<file path="config.mk">
export PLATFORM = sky130hd
export DESIGN_NAME = wait_dtack_gen
export DESIGN_NICKNAME = d
export VERILOG_FILES = /design/src/rtl/wait_pkg.sv /design/src/rtl/wait_delay_line.sv /design/src/rtl/wait_ack_mux.sv /design/src/rtl/wait_rw_strobe.sv /design/src/rtl/wait_dtack_gen.sv
export SDC_FILE = /design/constraint.sdc
export NUM_CORES = 1
export LEC_CHECK = 0
export ABC_CLOCK_PERIOD_IN_PS = 1000
export BUFFER_PORTS_ARGS = -buffer_cell sky130_fd_sc_hd__buf_2
export CORE_AREA = 5 5 42 44
export CTS_CLUSTER_SIZE = 25
export DETAILED_ROUTE_END_ITERATION = 10
export DIE_AREA = 0 0 47 49
export SETUP_SLACK_MARGIN = 0.02
export SKIP_LAST_GASP = 1
export SYNTH_ARGS = -nofsm -noshare
export SYNTH_HDL_FRONTEND = slang
export SYNTH_HIERARCHICAL = 1
export SYNTH_SLANG_ARGS = --single-unit
</file>
<file path="constraint.sdc">
create_clock -name clk_i -period 1 [get_ports clk_i]
set_input_delay 0.05 -clock clk_i [delete_from_list [all_inputs] [get_ports clk_i]]
set_output_delay 0.05 -clock clk_i [all_outputs]
set_load 0.02 [all_outputs]
</file>
<file path="src/rtl/wait_pkg.sv">
package wait_pkg;
  localparam int unsigned DEF_DEPTH     = 4;
  localparam int unsigned DEF_RAM_WAITS = 0;
  localparam int unsigned DEF_IO_WAITS  = 1;
  localparam int unsigned DEF_MID_WAITS = 2;
  localparam int unsigned DEF_ROM_WAITS = 3;
endpackage

</file>
<file path="src/rtl/wait_delay_line.sv">
module wait_delay_line #(
  parameter int unsigned DEPTH = wait_pkg::DEF_DEPTH
) (
  input  logic             clk_i,
  input  logic             rst_ni,
  input  logic             clr_i,
  input  logic             hold_i,
  output logic [DEPTH-1:0] taps_o
);
  logic [DEPTH-1:0] line_q;

  always_ff @(posedge clk_i or negedge rst_ni) begin
    if (!rst_ni)     line_q <= '0;
    else if (clr_i)  line_q <= '0;
    else if (!hold_i) line_q <= {line_q[DEPTH-2:0], 1'b1};
  end

  // clear acts at once on the outputs, like an async clear
  assign taps_o = clr_i ? '0 : line_q;
endmodule

</file>
<file path="src/rtl/wait_ack_mux.sv">
module wait_ack_mux #(
  parameter int unsigned DEPTH     = wait_pkg::DEF_DEPTH,
  parameter int unsigned RAM_WAITS = wait_pkg::DEF_RAM_WAITS,
  parameter int unsigned IO_WAITS  = wait_pkg::DEF_IO_WAITS,
  parameter int unsigned MID_WAITS = wait_pkg::DEF_MID_WAITS,
  parameter int unsigned ROM_WAITS = wait_pkg::DEF_ROM_WAITS
) (
  input  logic [DEPTH-1:0] taps_i,
  input  logic             ram_sel_i,
  input  logic             io_sel_i,
  input  logic             mid_sel_i,
  input  logic             rom_sel_i,
  input  logic             berr_ni,
  output logic             dtack_no
);
  logic ram_ack, io_ack, mid_ack, rom_ack;

  assign ram_ack  = ram_sel_i & berr_ni & taps_i[RAM_WAITS];
  assign io_ack   = io_sel_i  & taps_i[IO_WAITS];
  assign mid_ack  = mid_sel_i & taps_i[MID_WAITS];
  assign rom_ack  = rom_sel_i & taps_i[ROM_WAITS];
  assign dtack_no = ~(ram_ack | io_ack | mid_ack | rom_ack);
endmodule

</file>
<file path="src/rtl/wait_rw_strobe.sv">
module wait_rw_strobe (
  input  logic first_tap_i,
  input  logic rw_i,
  output logic rd_no,
  output logic wr_no
);
  assign rd_no = ~(first_tap_i & rw_i);
  assign wr_no = ~(first_tap_i & ~rw_i);
endmodule

</file>
<file path="src/rtl/wait_dtack_gen.sv">
module wait_dtack_gen #(
  parameter int unsigned DEPTH     = wait_pkg::DEF_DEPTH,
  parameter int unsigned RAM_WAITS = wait_pkg::DEF_RAM_WAITS,
  parameter int unsigned IO_WAITS  = wait_pkg::DEF_IO_WAITS,
  parameter int unsigned MID_WAITS = wait_pkg::DEF_MID_WAITS,
  parameter int unsigned ROM_WAITS = wait_pkg::DEF_ROM_WAITS
) (
  input  logic clk_i,
  input  logic rst_ni,
  input  logic uds_ni,
  input  logic lds_ni,
  input  logic rw_i,
  input  logic refresh_i,
  input  logic berr_ni,
  input  logic ram_sel_i,
  input  logic io_sel_i,
  input  logic mid_sel_i,
  input  logic rom_sel_i,
  output logic dtack_no,
  output logic rd_no,
  output logic wr_no
);
  logic             strobe_act;
  logic [DEPTH-1:0] tap_w;

  assign strobe_act = ~(uds_ni & lds_ni);

  wait_delay_line #(.DEPTH(DEPTH)) u_line (
    .clk_i (clk_i),
    .rst_ni(rst_ni),
    .clr_i (~strobe_act),
    .hold_i(refresh_i),
    .taps_o(tap_w)
  );

  wait_ack_mux #(
    .DEPTH(DEPTH), .RAM_WAITS(RAM_WAITS), .IO_WAITS(IO_WAITS),
    .MID_WAITS(MID_WAITS), .ROM_WAITS(ROM_WAITS)
  ) u_mux (
    .taps_i   (tap_w),
    .ram_sel_i(ram_sel_i),
    .io_sel_i (io_sel_i),
    .mid_sel_i(mid_sel_i),
    .rom_sel_i(rom_sel_i),
    .berr_ni  (berr_ni),
    .dtack_no (dtack_no)
  );

  wait_rw_strobe u_rw (
    .first_tap_i(tap_w[0]),
    .rw_i       (rw_i),
    .rd_no      (rd_no),
    .wr_no      (wr_no)
  );
endmodule

</file>
==> flow_metrics.tcl <==
set metrics [dict create \
    synthTopCellsByCount "4 x dfrtp_1, 4 x nor2_1, 3 x mux2i_1, 3 x nor2b_1, 2 x and2_1" \
    htree_num_levels 1 \
    synth_edf_count 0 \
    cts_sinks 4 \
    hp-class "input port to flop" \
    worstHoldPathCells 2 \
    grt_antenna_before_repair 0 \
    cts_tree "built" \
    vias_per_cell 3.68 \
    drtIter0Drc 5 \
    yosysWarnings 6 \
    die_h_um 49 \
    outcome "finished with violations" \
    grt-ovfl-total 0 \
    fin_area_um2 367 \
    setup_viol 3 \
    required_ps 950 \
    yosys.area.top_type "dfrtp_1" \
    synth_ff_type "dfrtp_1" \
    cp_cell_sequence "nor2b_1 > a222oi_1 > and2_4 > buf_6" \
    core_area_mm2 0.00140 \
    rsz0062_at_grt "yes" \
    reg2regPathDepth 3 \
    dpl_cell_area_um2 327 \
    arrival_ps 1350 \
    clk_pin_slew_ps 30 \
    fin_util_pct 26.2 \
    seq_area_um2 100 \
    worstMarginPinSlew_ps 280 \
    postSynthAreaPerCell_um2 9.55 \
    timing.final.crit_period_ps 1400 \
    largest_register "u_line/line_q" \
    die-area_mm2 0.00230 \
    fmax_ghz 0.713 \
    cp.depth 4 \
    ir_drop_mv 0.399 \
    synth-async-reset-ratio_pct 100 \
    hold_violations 0 \
    powerDensity_mw_per_mm2 1450 \
    leakage_uw 0.000196 \
    start_util_pct 15.0 \
    grt_pass1_wl_um 786 \
    grt_pass1_vias 226 \
    syn_nets 33 \
    synth_seq_cells 4 \
    nets 56 \
    worst_setup_path_start_kind "flop" \
    violations "negative setup slack" \
    synthCells 22 \
    grt_max_degree 6 \
    largest_register_ffs 4 \
    place_congestion 0.624 \
    ant_nets 0 \
    endpoint_kind "output pin" \
    post_cts.repair.setup_buffers 0 \
    nFillCells 160 \
    worst-path-buf-inv 1 \
    maxSlewViolCount 0 \
    worst_slack_ps -402 \
    track_usage_pct 5.09 \
    max_slew_margin_pct 81.3 \
    crit_slowest_cell "dfrtp_1" \
    port_buffers 13 \
    finalPower_uw 530 \
    multi_input_area_um2 109 \
    synthTopCellsByArea "dfrtp_1 48%, mux2i_1 14%, nor2b_1 8.9%" \
    routed_wl_um 498 \
    drive_above_1_share_pct 48.8 \
    crit_type "flop to output pin" \
    diodes 0 \
    fin_skew_ps 1.05 \
    wire_per_inst_um 8.44 \
    synth_cell_types 11 \
    ioPinCount 14 \
    row_count 14 \
    vias 217 \
    drc 0 \
    cts_buffers 3 \
    dieWidth_um 47 \
    synthesis.area_um2 210 \
    timing.final.crit_share_pct 140 \
    clock_latency_ps 230 \
    cts_max_path_buffers 2 \
    first_pass_iters 4 \
    critPathMaxStageDelay_ps 360 \
    synth_top_area_share_pct 47.6 \
    dp_hpwl_um 443 \
    path_max_fanout 2 \
    cts-root-buf "clkbuf_4" \
    areaGrowthSynthToFinish_pct 74.4 \
    synth-seq-area-share_pct 47.6 \
    crit_family "flip-flops" \
    maxCapViolCount 0 \
    largestRegisters "u_line/line_q: 4 flops" \
]
## per-layer routing
| layer | vias up | global-route usage (%) | wire length (µm) |
|---|---|---|---|
| met3 | 0 | 2.21 | 98 |
| met2 | 11 | 7.92 | 239 |
| met5 | - | 0 | 0 |
| met4 | 0 | 5.53 | 0 |
| li1 | 117 | - | - |
| met1 | 89 | 4.23 | 160 |
## cells by family (layout without fill, tap and decap cells)
family	after synthesis	count (layout)	synth area share, %
simple gates	12	12	29.2
flops	4	4	47.6
mux	3	3	14.3
compound gates	2	2	7.14
buf+inv	1	22	1.78
## layout by cell type (no fill, tap or decap), drive strengths merged
| cell | n |
|---|---|
| nor2b | 3 |
| nor2 | 4 |
| and2 | 2 |
| inv | 1 |
| mux2i | 3 |
| buf | 17 |
| dlygate4sd3 | 1 |
| a222oi | 1 |
| a21oi | 1 |
| nand2 | 1 |
| nand2b | 1 |
| clkbuf | 3 |
| dfrtp | 4 |
| nand3 | 1 |
## worst register-to-register path, stage by stage, from the launching register on
cell	delay, ps
dfrtp_1	360
buf_4	130
mux2i_1	120
nor2_1	50
## final timing paths
path	from	to	slack [ps]
setup reg to reg	u_line/line_q[1]	u_line/line_q[1]	220
hold / removal	refresh_i	u_line/line_q[0]	80
setup / recovery	u_line/line_q[1]	dtack_no	-400
hold reg to reg	u_line/line_q[0]	u_line/line_q[1]	510
max in group asynchronous	rst_ni	u_line/line_q[1]	730
min in group asynchronous	rst_ni	u_line/line_q[2]	150
## metrics by stage
| stage | worst slack [ps] | std cells | hold WS, ps | setup TNS, ps |
|---|---|---|---|---|
| CTS | -398 | 59 | 73.2 | -667 |
| floorplan | -44.6 | 22 | -246 | -44.6 |
| detailed placement | -146 | 55 | -138 | -146 |
| global route | -524 | 59 | 101 | -933 |
| global placement | -136 | 55 | -143 | -136 |
| finish | -402 | 59 | 75.9 | -625 |
## where the power goes
group          internal (µW)  switching (µW)
clock                    134            59.8
combinational           85.8            62.9
sequential               180            7.34
## area by class of cell
class,count,area share [%]
repair buffers,18,30.4
inverters,1,1.02
clock buffers,3,6.14
multi-input cells,17,29.7
flip-flops and latches,4,27.3
well taps,16,5.46
## what timing repair did
action                     4_1_cts  5_1_grt
hold buffers                     1        0
gates resized for setup          0        3
setup endpoints to repair        3        3
hold endpoints to repair         4        0
pin swaps                        0        2
No activity file was read; power rests on OpenSTA's default activity.
